### src/rtl/gray_ctrl_regs.sv
module gray_ctrl_regs #(
  parameter int INIT_CYCLES = 16,
  parameter int DW = 32
) (
  input  logic          clk,
  input  logic          rst_n,
  input  logic [3:0]    addr,
  input  logic          wr_en,
  input  logic          rd_en,
  input  logic [DW-1:0] wdata,
  output logic [DW-1:0] rdata,
  input  logic [1:0]    in_state,
  input  logic [1:0]    out_state,
  input  logic          frame_end,
  input  logic [5:0]    rd_count,
  input  logic [15:0]   bank_bits,
  output logic          irq,
  output logic          clk_en
);
  localparam int CW = $clog2(INIT_CYCLES + 1);
  localparam logic [CW-1:0] INIT_LOAD = CW'(INIT_CYCLES);

  logic [CW-1:0] cnt_q;
  logic          sleep_q, halted_q, pend_q;
  logic          en_in_q, en_init_q;
  logic [1:0]    out_code_q;
  logic [2:0]    cond_q;

  wire [15:0] code     = wdata[15:0];
  wire        cmd_wr   = wr_en && addr == 4'b1000;
  wire        msk_wr   = wr_en && addr == 4'b1010;
  wire        st_rd    = rd_en && addr == 4'b1001;
  wire        srst     = cmd_wr && !sleep_q && code == 16'h000F;
  wire        go_sleep = cmd_wr && !sleep_q && code == 16'hAAAA;
  wire        wake     = cmd_wr &&  sleep_q && code == 16'h5555;
  wire        sw_int   = cmd_wr && !sleep_q && code == 16'h00F0;
  wire        busy     = cnt_q != '0;

  wire [2:0] cond = {
    en_in_q && in_state == 2'b00,
    (out_code_q == 2'b11 && out_state == 2'b11) ||
    (out_code_q == 2'b01 && out_state == 2'b01),
    en_init_q && !busy
  };
  wire set_irq = |(cond & ~cond_q) || sw_int;

  always_ff @(posedge clk or negedge rst_n) begin
    if (!rst_n) begin
      cnt_q <= INIT_LOAD; sleep_q <= 1'b0; halted_q <= 1'b0; pend_q <= 1'b0;
      en_in_q <= 1'b0; out_code_q <= 2'b11; en_init_q <= 1'b1; cond_q <= '0;
    end else if (srst) begin
      cnt_q <= INIT_LOAD; halted_q <= 1'b0; pend_q <= 1'b0;
      en_in_q <= 1'b0; out_code_q <= 2'b11; en_init_q <= 1'b1; cond_q <= '0;
    end else begin
      if (busy) cnt_q <= cnt_q - 1'b1;
      cond_q <= cond;
      pend_q <= (pend_q && !st_rd) || set_irq;
      if (msk_wr) begin
        en_in_q    <= code[15];
        out_code_q <= code[8:7];
        en_init_q  <= code[0];
      end
      if (go_sleep) begin
        sleep_q  <= 1'b1;
        halted_q <= 1'b1;
      end else if (wake) begin
        sleep_q <= 1'b0;
      end
    end
  end

  always_comb begin
    rdata = '0;
    if (rd_en) begin
      case (addr)
        4'b1001: rdata[15:0] = {in_state, out_state, frame_end, rd_count,
                                1'b0, busy, 1'b0, halted_q, sleep_q};
        4'b1010: rdata[15:0] = {en_in_q, 6'b0, out_code_q, 6'b0, en_init_q};
        4'b1011: rdata[15:0] = bank_bits;
        default: rdata = '0;
      endcase
    end
  end

  assign irq    = pend_q;
  assign clk_en = !sleep_q;
endmodule

### config.mk
export PLATFORM = sky130hd
export DESIGN_NAME = gray_ctrl_regs
export DESIGN_NICKNAME = d
export VERILOG_FILES = /design/src/rtl/gray_ctrl_regs.sv
export SDC_FILE = /design/constraint.sdc
export NUM_CORES = 1
export LEC_CHECK = 0
export ABC_AREA = 1
export BUFFER_PORTS_ARGS = -buffer_cell sky130_fd_sc_hd__buf_2
export CORE_ASPECT_RATIO = 2
export CORE_MARGIN = 3
export CORE_UTILIZATION = 35
export CTS_CLUSTER_DIAMETER = 40
export DETAILED_ROUTE_END_ITERATION = 6
export HOLD_SLACK_MARGIN = 0.15
export PLACE_DENSITY = 0.76
export SYNTH_ARGS = -nofsm -noshare
export SYNTH_HDL_FRONTEND = slang
export SYNTH_SLANG_ARGS = --single-unit
export TNS_END_PERCENT = 10
### constraint.sdc
create_clock -name clk -period 1.12 [get_ports clk]
set_input_delay 0.224 -clock clk [delete_from_list [all_inputs] [get_ports clk]]
set_output_delay 0.224 -clock clk [all_outputs]
set_load 0.01 [all_outputs]
==> run metrics, run 1 <==
total die area ~0.005 mm²; total routing resource utilization after global routing 0.176; standard-cell row count 32; buffer depth of the longest clock path 2; violated checks setup timing; starting density of the core 0.365; Worst Path Arrival roughly 1300 ps; via count of the first global-routing pass roughly 1,700; DR iter-0 viols 24; post-route minimum period roughly 1500 ps; Data required, critical path 900 ps; most area-hungry cell type in the Yosys netlist sky130_fd_sc_hd__dfrtp_1; YS warnings 0; number of max-slew violations in the final report 0; routed wire length ~4300 µm; least setup slack across all paths after layout -388 ps; pin count of the biggest net entering global routing 17; insertion delay to the later sink of the worst-skew pair roughly 240 ps; average footprint of a synthesized cell between 6 and 7 µm²; simple-gate area share of the yosys netlist 0.382; biggest cell delay along the critical path 380 ps; fraction of the yosys area taken by sequential cells 0.269; crit-path cells inv_2, ha_4, inv_2, nor2_2, nand2_1, nand2_1, a21oi_2, buf_2; synthesized-area fraction occupied by xor and xnor cells 0.0124; Critical-path top delay cell sky130_fd_sc_hd__dfrtp_1; first-pass GRT wire length around 6800 µm; die height ~96 µm; most utilized layer in the global route result met2; floorplan core area a little under 0.004 mm²; Critical path buffers and inverters 3; number of synthesized register bits 15; share of the synthesized area in the top cell type 0.194; CP top delay family flip-flops; Leakage Power between 1 and 1.5 nW; highest net fanout along the worst path 2; post-layout util 0.571; area growth from synthesis to final layout 56.5%; diodes inserted 0; number of cells produced by synthesis 227; commonest register cell after synthesis sky130_fd_sc_hd__dfrtp_1; average detailed-routed wire length per instance roughly 11 µm; FFs w/ async S/R, synth 1.00; number of cells on the worst hold path 4; adder-cell area share of the yosys netlist 0.0177; Residual DRC 0; ports placed on the boundary just over 100; number of buffers created by CTS 3; Post-synth EDFFs 0; GR Layer Usage met2 0.349; clock slew at reported path FFs ~60 ps; number of sinks on the clock net 15; Peak Freq around 660 MHz; top post-synthesis cells by area sky130_fd_sc_hd__dfrtp_1 (19%), sky130_fd_sc_hd__nand2_1 (18%), sky130_fd_sc_hd__inv_1 (11%); FF-to-FF setup slack -280 ps; critical path class reg -> out; post-synthesis mux area share 0; CTS H-tree depth 1; DP Worst Slack -337 ps; fraction of layout instances using a drive strength above 1 0.437; number of endpoints failing setup at the final stage 27; Startpoint Class flop; Clk Tree Root Cell sky130_fd_sc_hd__clkbuf_8; unrepaired setup endpoints after global routing true; Min-Delay Startpoint out_state[1]; outcome finished, violations left; worst IR drop on VDD between 0.6 and 0.7 mV; Hold Violations, Final 0; launch point of the worst reg-to-reg path cnt_q[1]$_DFFE_PN0P_; detailed-route vias per instance 4.63; cell count of the worst reg-to-reg path 11; grt total ovfl 0; most common cell in the netlist sky130_fd_sc_hd__nand2_1; initial antenna violation count 0; overall die width between 50 and 60 µm; Compound-Gate Fraction of Synth Area 0.0892; number of iterations in the first detailed-routing pass 4; dpl hpwl between 3000 and 4000 µm; GR met1 Demand/Resource 0.170; Synth top cells by count sky130_fd_sc_hd__nand2_1 (67), sky130_fd_sc_hd__inv_1 (41), sky130_fd_sc_hd__nor2_1 (19); Cell Area, Synth about 0.0014 mm²; final clock period utilization by the worst path 1.35; clock tree from TritonCTS built; maxcap violations 0; endpoint class of the critical path output port; worst hold endpoint cond_q[1]$_DFF_PN0_; net count reported at finish around 400; setup clock skew after layout around 0.76 ps; min-delay worst type in -> reg; # port buffers between 60 and 70; pwr dens roughly 1200 mW/mm²; main combinational cell family by area after synthesis simple AND/OR/NAND/NOR gates; number of distinct library cell variants in the gate-level netlist after synthesis 26; met3 demand-to-capacity share in global routing 0.0109; weighted congestion at the end of routability-driven global placement 0.871; remaining number of nets flagged by the antenna check after routing 0; reg-to-reg endpoint cnt_q[0]$_DFFE_PN0P_; vias post-DR approximately 1,800
==> what timing repair did <==
| item | CTS | global route |
|---|---|---|
| pin swaps | 7 | 3 |
| setup buffers | 4 | 0 |
| resized for setup | 18 | 13 |
| setup endpoints to repair | 31 | 32 |
| hold buffers | 1 | 0 |
| endpoints found under the hold margin | 11 | 0 |
==> report_power, final <==
group	switching (W)	total [W]	leakage, nW	internal, W
Clock	0.000183	0.000429	0.0255	0.000246
Sequential	0.0000845	0.000807	0.181	0.000722
Combinational	0.000642	0.00132	1.04	0.000683
==> state kept, by name, indices dropped and copies added (netlist names) <==
signal / flops
sleep_q: 1
out_code_q: 2
irq: 1
cond_q: 3
halted_q: 1
en_init_q: 1
en_in_q: 1
cnt_q: 5
==> per-layer routing <==
metal / vias to the layer above / share of wire
met3: 16 / 0.064
met1: 811 / 0.34
met2: 81 / 0.55
li1: 899 / -
met4: 0 / 0.041
met5: - / 0
==> worst max-delay path by stage <==
stage	from	endpoint	slack (ps)	cells after the start
final	cnt_q[1]$_DFFE_PN0P_	rdata[3]	-390	8
after global routing	cnt_q[0]$_DFFE_PN0P_	rdata[3]	-490	8
after CTS	cnt_q[1]$_DFFE_PN0P_	rdata[3]	-420	8
after detailed placement	addr[2]	rdata[15]	-340	11
after global placement	addr[2]	rdata[15]	-300	11
after floorplan	cnt_q[0]$_DFFE_PN0P_	cnt_q[1]$_DFFE_PN0P_	-110	9
==> worst min-delay path, delay by kind of cell <==
family / cells / cell delay [ps]
AOI/OAI and AO/OA: 1 / 80
and+or+nand+nor: 1 / 60
buffers and inverters: 2 / 150
==> cells by family (layout without fill, tap and decap cells) <==
group | after synthesis | count (layout)
xor+xnor | 2 | 2
buf+inv | 65 | 162
simple gates | 120 | 120
compound gates | 22 | 22
flops | 15 | 15
fa+ha+maj | 2 | 2
other cells | 1 | 16
==> per-stage QoR <==
| step | area [µm²] | hold slack (ps) | total power [W] | TNS, ps | cells |
|---|---|---|---|---|---|
| finish | 2220 | 302 | 0.00256 | -5200 | 390 |
| CTS | 2180 | 301 | 0.00254 | -5450 | 390 |
| floorplan | 1480 | -71.6 | 0.00139 | -1320 | 242 |
| global route | 2220 | 323 | 0.00278 | -7250 | 390 |
| global placement | 2040 | 135 | 0.00189 | -7370 | 381 |
| detailed placement | 2040 | 145 | 0.00194 | -8040 | 381 |
==> placed cells by master, fill, tap and decap left out, types with 5 or more instances in the layout <==
cell                       netlist  layout
sky130_fd_sc_hd__nand2_1        67      65
sky130_fd_sc_hd__buf_2           0      63
sky130_fd_sc_hd__buf_4          17      42
sky130_fd_sc_hd__inv_1          41      33
sky130_fd_sc_hd__conb_1          1      16
sky130_fd_sc_hd__nor2_1         19      15
sky130_fd_sc_hd__nand3_1        14      12
sky130_fd_sc_hd__a21oi_1        11      11
sky130_fd_sc_hd__dfrtp_1        11      11
sky130_fd_sc_hd__nand4_1        10      10
sky130_fd_sc_hd__inv_2           4       9
sky130_fd_sc_hd__buf_6           2       6
sky130_fd_sc_hd__o211ai_1        5       5
==> cell type report <==
class                      count  area, µm²
fill                         375       1670
multi-input combinational    162        820
timing repair buffer         113        728
sequential                    15        380
inverter                      45        179
tap                           51       63.8
clock buffer                   3       41.3
clock inverter                 1       5.00
No activity file was read; power rests on OpenSTA's default activity.
==> run 2: changes to the inputs <==
--- a/config.mk
+++ b/config.mk
@@ -7,13 +7,13 @@
 export LEC_CHECK = 0
 export ABC_AREA = 1
 export BUFFER_PORTS_ARGS = -buffer_cell sky130_fd_sc_hd__buf_2
-export CORE_ASPECT_RATIO = 2
+export CORE_ASPECT_RATIO = 0.5
 export CORE_MARGIN = 3
-export CORE_UTILIZATION = 35
+export CORE_UTILIZATION = 37
 export CTS_CLUSTER_DIAMETER = 40
 export DETAILED_ROUTE_END_ITERATION = 6
 export HOLD_SLACK_MARGIN = 0.15
-export PLACE_DENSITY = 0.76
+export PLACE_DENSITY = 0.8
 export SYNTH_ARGS = -nofsm -noshare
 export SYNTH_HDL_FRONTEND = slang
 export SYNTH_SLANG_ARGS = --single-unit
==> run 2 against run 1 <==
  * Largest cell class unchanged
  * Setup slack worse by 38 ps
  * Sequential power is 3.1% higher
  * Final cell count increased by 1.3%
  * The flow still finishes with violations (setup timing)
  * Highest routed layer unchanged
==> run metrics, run 2 (synthesis results as in run 1) <==
outcome finished, violations left; violated checks setup timing; weighted congestion at the end of routability-driven global placement roughly 0.84; post-route minimum period 1550 ps; most frequent standard cell in the layout excluding fill and tap cells sky130_fd_sc_hd__buf_2; number of cells on the worst hold path 4; Worst Path Arrival approximately 1300 ps; Data required, critical path 900 ps; unrepaired setup endpoints after global routing true; Critical-path top delay cell sky130_fd_sc_hd__dfrtp_1; Startpoint Class flop; part of the power in the clock network 0.154; number of sinks on the clock net 15; insertion delay to the later sink of the worst-skew pair between 200 and 300 ps; floorplan core area roughly 0.0035 mm²; Clk Tree Root Cell sky130_fd_sc_hd__clkbuf_8; diodes inserted 0; average detailed-routed wire length per instance 12.1 µm; overall die width 93.5 µm; routed wire length about 4800 µm; Final Non-Filler Cells roughly 400; FF-to-FF setup slack -360 ps; final clock period utilization by the worst path 1.38; register bank with the most flops cnt_q; worst IR drop on VDD ~0.44 mV; # port buffers 68; detailed-route vias per instance about 4.7; cell count of the worst reg-to-reg path 11; area growth from synthesis to final layout 64.1%; fraction of layout instances using a drive strength above 1 0.459; standard-cell row count 15; Hold Violations, Final 0; vias post-DR 1,851; Peak Freq 647 MHz; DR iter-0 viols 107; top library cells by usage in the layout, fill and taps aside sky130_fd_sc_hd__buf_2 (64), sky130_fd_sc_hd__nand2_1 (60), sky130_fd_sc_hd__buf_4 (46), sky130_fd_sc_hd__inv_1 (35); clock tree from TritonCTS built; total routing resource utilization after global routing 0.188; number of iterations in the first detailed-routing pass 4; Inst Count DP 381; clock slew at reported path FFs 60 ps; maxcap violations 0; pin count of the biggest net entering global routing 17; dpl hpwl approximately 3400 µm; least setup slack across all paths after layout -425 ps; Comb power frac 0.556; remaining number of nets flagged by the antenna check after routing 0; pwr dens between 1000 and 1500 mW/mm²; final-layout worst hold slack between 200 and 300 ps; crit-path cells inv_2, ha_4, inv_2, nor2_4, nand2_2, nand2_2, a21oi_2, buf_2; internal power 0.00176 W; die height ~50 µm; worst hold endpoint cond_q[2]$_DFF_PN0_; min-delay worst type in -> reg; initial antenna violation count 0; grt total ovfl 0; number of endpoints failing setup at the final stage 27; launch point of the worst reg-to-reg path cnt_q[1]$_DFFE_PN0P_; total die area 0.00465 mm²; buffer depth of the longest clock path 2; flip-flop count of the largest register, all copies and words added 5; number of buffers created by CTS 3; fraction of power spent switching nets 0.386; Min-Delay Startpoint in_state[1]; biggest cell delay along the critical path about 400 ps; ports placed on the boundary a little over 100; critical path class reg -> out; highest net fanout along the worst path 2; net count reported at finish 414; via count of the first global-routing pass about 1,700; reg-to-reg endpoint irq$_DFF_PN0_; top flop regs cnt_q x5, cond_q x3, out_code_q x2; Leakage Power between 1 and 1.5 nW; setup clock skew after layout approximately 3.4 ps; endpoint class of the critical path output port; starting density of the core 0.399; number of max-slew violations in the final report 0; first-pass GRT wire length slightly above 7000 µm; fraction of power consumed by sequential logic 0.290; Residual DRC 0; sum of internal, switching and leakage power between 0.002 and 0.003 W; CTS H-tree depth 1; Sw Pwr ~0.0011 W
==> run 2: cell count changes in the layout (fill, tap and decap cells not counted), moves of 2 or more <==
cell	delta
sky130_fd_sc_hd__nand2_1	-5
sky130_fd_sc_hd__buf_4	+4
sky130_fd_sc_hd__inv_2	-4
sky130_fd_sc_hd__nand2_2	+4
sky130_fd_sc_hd__nor2_2	-3
sky130_fd_sc_hd__inv_1	+2
sky130_fd_sc_hd__inv_6	+2
sky130_fd_sc_hd__nor2_4	+2
==> run 2: how the worst max path moves through the flow <==
stage	from	endpoint	depth (start not counted)
global placement	cnt_q[1]$_DFFE_PN0P_	rdata[3]	8
floorplan	cnt_q[0]$_DFFE_PN0P_	cnt_q[1]$_DFFE_PN0P_	9
detailed placement	cnt_q[1]$_DFFE_PN0P_	rdata[3]	8
CTS	cnt_q[0]$_DFFE_PN0P_	rdata[3]	8
global route	cnt_q[1]$_DFFE_PN0P_	rdata[3]	8
finish	cnt_q[1]$_DFFE_PN0P_	rdata[3]	8
==> run 2: timing repair <==
action,CTS,global route
setup buffers,5,3
gates cloned,0,1
pin swaps,6,8
gates resized for setup,22,22
setup endpoints to repair,31,32
hold buffers,1,0
endpoints found under the hold margin,11,0
==> run 2: power groups by stage <==
stage / clock network [W] / logic, W / registers (W)
after floorplan: 0 / 0.000580 / 0.000811
after global placement: 0 / 0.00105 / 0.000807
after detailed placement: 0 / 0.00110 / 0.000817
after CTS: 0.000439 / 0.00136 / 0.000822
after global routing: 0.000480 / 0.00173 / 0.000846
final: 0.000441 / 0.00159 / 0.000832
==> run 2: stage by stage <==
stage          utilization  area (µm²)  setup slack [ps]  setup TNS (ps)
4_1_cts              0.620        2200              -420           -5030
2_1_floorplan            -        1480              -106           -1320
3_5_place_dp         0.575        2040              -320           -7210
6_report             0.655        2320              -425           -6890
5_1_grt              0.655        2320              -488           -8970
3_3_place_gp         0.575        2040              -301           -6000
==> run 2: cell type report <==
class	count	area, µm²
multi-input combinational	162	868
inverter	45	189
fill	288	1220
timing repair buffer	118	777
clock buffer	3	41.3
sequential	15	380
tap	51	63.8
clock inverter	1	5.00
==> run 2: critical path, delay by kind of cell, from the launching register on <==
| family | cells | cell delay (ps) |
|---|---|---|
| buf+inv | 3 | 280 |
| flops | 1 | 400 |
| simple gates | 3 | 230 |
| compound gates | 1 | 40 |
| fa+ha+maj | 1 | 130 |
==> run 2: routing by layer <==
layer / routed length, µm / vias up / GRT usage
li1: - / 911 / -
met1: 1940 / 850 / 0.221
met2: 2380 / 86 / 0.349
met3: 424 / 4 / 0.0305
met4: 39 / 0 / 0.0608
met5: 0 / - / 0
==> run 3: changes to the inputs <==
==> constraint.sdc (replaced) <==
create_clock -name clk -period 1.12 [get_ports clk]
set_input_delay 0.224 -clock clk [delete_from_list [all_inputs] [get_ports clk]]
set_output_delay 0.224 -clock clk [all_outputs]
set_load 0.1 [all_outputs]
==> run 3 against run 2 <==
  * The flow still finishes with violations (setup timing)
  * Final area rose by 18%
  * Combinational power rose by 12%
  * Non-clock buffer count fell by 1
  * Setup slack got worse by 120 ps
  * Die area did not move
  * Critical path depth did not move
  * Via count rose by 2.9%
  * First-iteration DRC count fell by 12%
  * Flip-flop and latch count did not move
  * Sequential share of layout area fell by 2.4 points
  * Maximum frequency fell by 7.0%
  * Count of clock-buffer cells in the layout did not move
  * Highest routed layer unchanged
==> run metrics, run 3 (synthesis results as in run 1) <==
outcome finished, violations left; violated checks setup timing; average detailed-routed wire length per instance around 13 µm; final-layout worst hold slack approximately 240 ps; register bank with the most flops cnt_q; net count reported at finish around 410; pwr dens around 1100 mW/mm²; unrepaired setup endpoints after global routing true; top library cells by usage in the layout, fill and taps aside sky130_fd_sc_hd__nand2_1 (58), sky130_fd_sc_hd__buf_2 (48), sky130_fd_sc_hd__buf_4 (45), sky130_fd_sc_hd__inv_1 (30), sky130_fd_sc_hd__buf_12 (20); area growth from synthesis to final layout 92.9%; fraction of power spent switching nets 0.448; number of endpoints failing setup at the final stage 28; fraction of power consumed by sequential logic 0.270; number of iterations in the first detailed-routing pass 4; Hold Violations, Final 0; first-pass GRT wire length between 8000 and 9000 µm; dpl hpwl ~4000 µm; Comb power frac 0.581; total routing resource utilization after global routing 0.224; weighted congestion at the end of routability-driven global placement 0.817; most frequent standard cell in the layout excluding fill and tap cells sky130_fd_sc_hd__nand2_1; routed wire length a little over 5000 µm; Filler Cell Count roughly 220; sum of internal, switching and leakage power 0.00306 W; maxcap violations 0; Setup Total Neg Slack -7450 ps; Peak Freq 602 MHz; Residual DRC 0; diodes inserted 0; detailed-route vias per instance 4.82; min-delay worst type in -> reg; Clk Tree Root Cell sky130_fd_sc_hd__clkbuf_8; critical path class reg -> out; # port buffers 68; flip-flop count of the largest register, all copies and words added 5; part of the power in the clock network 0.149; setup clock skew after layout roughly 1.2 ps; final clock period utilization by the worst path 1.48; endpoint class of the critical path output port; CTS H-tree depth 1; highest net fanout along the worst path 2; floorplan core area ~0.0035 mm²; initial antenna violation count 0; total die area 0.00465 mm²; Startpoint Class flop; die height between 40 and 50 µm; post-layout util 0.770; remaining number of nets flagged by the antenna check after routing 0; Data required, critical path roughly 900 ps; overall die width 93.5 µm; starting density of the core 0.399; Leakage Power around 1.4 nW; number of max-slew violations in the final report 0; insertion delay to the later sink of the worst-skew pair 260 ps; post-route minimum period between 1500 and 2000 ps; Sw Pwr between 0.001 and 0.0015 W; ports placed on the boundary just over 100; worst IR drop on VDD around 1.1 mV; DR iter-0 viols 94; buffer depth of the longest clock path 2; via count of the first global-routing pass 1,957; number of sinks on the clock net 15; least setup slack across all paths after layout -542 ps; pin count of the biggest net entering global routing 16; grt total ovfl 0; standard-cell row count 15; Worst Path Arrival 1440 ps; number of buffers created by CTS 3; clock slew at reported path FFs 60 ps; top flop regs cnt_q x5, cond_q x3, out_code_q x2; internal power roughly 0.0017 W; fraction of layout instances using a drive strength above 1 0.500; clock tree from TritonCTS built; vias post-DR roughly 1,900
[run 3: cell types whose count changed in the layout (fill, tap and decap cells not counted), sizes merged]
cell	change
buf	-1
bufbuf	+1
clkbuf	-1
inv	-2
clkinvlp	+3
[run 3: power groups by stage]
stage               clock network [W]  registers, W  logic (W)
CTS                          0.000460      0.000826    0.00175
global route                 0.000506      0.000841    0.00193
floorplan                           0      0.000860   0.000902
detailed placement                  0      0.000815    0.00160
global placement                    0      0.000802    0.00152
finish                       0.000455      0.000827    0.00178
[run 3: cell type report]
| cell class | instances | area, µm² | area share |
|---|---|---|---|
| repair buffers | 117 | 1040 | 0.382 |
| multi-input cells | 162 | 991 | 0.363 |
| flip-flops and latches | 15 | 380 | 0.139 |
| inverters | 45 | 200 | 0.0733 |
| well taps | 51 | 63.8 | 0.0234 |
| clock buffers | 3 | 41.3 | 0.0151 |
| repair inverters | 1 | 7.51 | 0.00275 |
| clock inverters | 1 | 5.00 | 0.00183 |
[run 3: per-layer routing]
metal,global-route usage,share of wire
met5,0,0
met4,0.112,0.027
met3,0.0442,0.058
met2,0.421,0.53
met1,0.240,0.38
[run 3: critical path, stage by stage, from the launching register on]
cell and delay [ps]:
sky130_fd_sc_hd__dfrtp_1 380, sky130_fd_sc_hd__inv_2 60, sky130_fd_sc_hd__ha_4 160, sky130_fd_sc_hd__inv_4 50, sky130_fd_sc_hd__nor2_4 30, sky130_fd_sc_hd__nand2_2 90
sky130_fd_sc_hd__nand2_2 70, sky130_fd_sc_hd__a21oi_4 150, sky130_fd_sc_hd__buf_12 190
[run 3: final timing paths]
| path | startpoint | end | slack [ps] | depth (start not counted) |
|---|---|---|---|---|
| min in group asynchronous | rst_n | en_in_q$_DFFE_PN0P_ | 400 | 2 |
| setup / recovery | cnt_q[0]$_DFFE_PN0P_ | rdata[3] | -540 | 8 |
| hold / removal | in_state[1] | cond_q[2]$_DFF_PN0_ | 240 | 4 |
| max in group asynchronous | rst_n | cnt_q[4]$_DFFE_PN1P_ | 420 | 2 |
| setup reg to reg | cnt_q[0]$_DFFE_PN0P_ | cnt_q[1]$_DFFE_PN0P_ | -250 | 11 |
| hold reg to reg | halted_q$_DFFE_PN0P_ | halted_q$_DFFE_PN0P_ | 560 | 2 |
[run 3: repair_timing]
item / 4_1_cts / 5_1_grt
hold buffers: 1 / 0
setup buffers: 1 / 1
cloned: 2 / 0
setup endpoints to repair: 31 / 32
hold endpoints to repair: 11 / 0
resized for setup: 35 / 3
pin swaps: 13 / 0
[run 3: per-stage QoR]
step                      instances  setup slack [ps]  area, µm²
after floorplan                 242              -671       1650
after global placement          386              -458       2520
after detailed placement        386              -509       2520
after CTS                       394              -538       2710
after global routing            395              -601       2730
final                           395              -542       2730
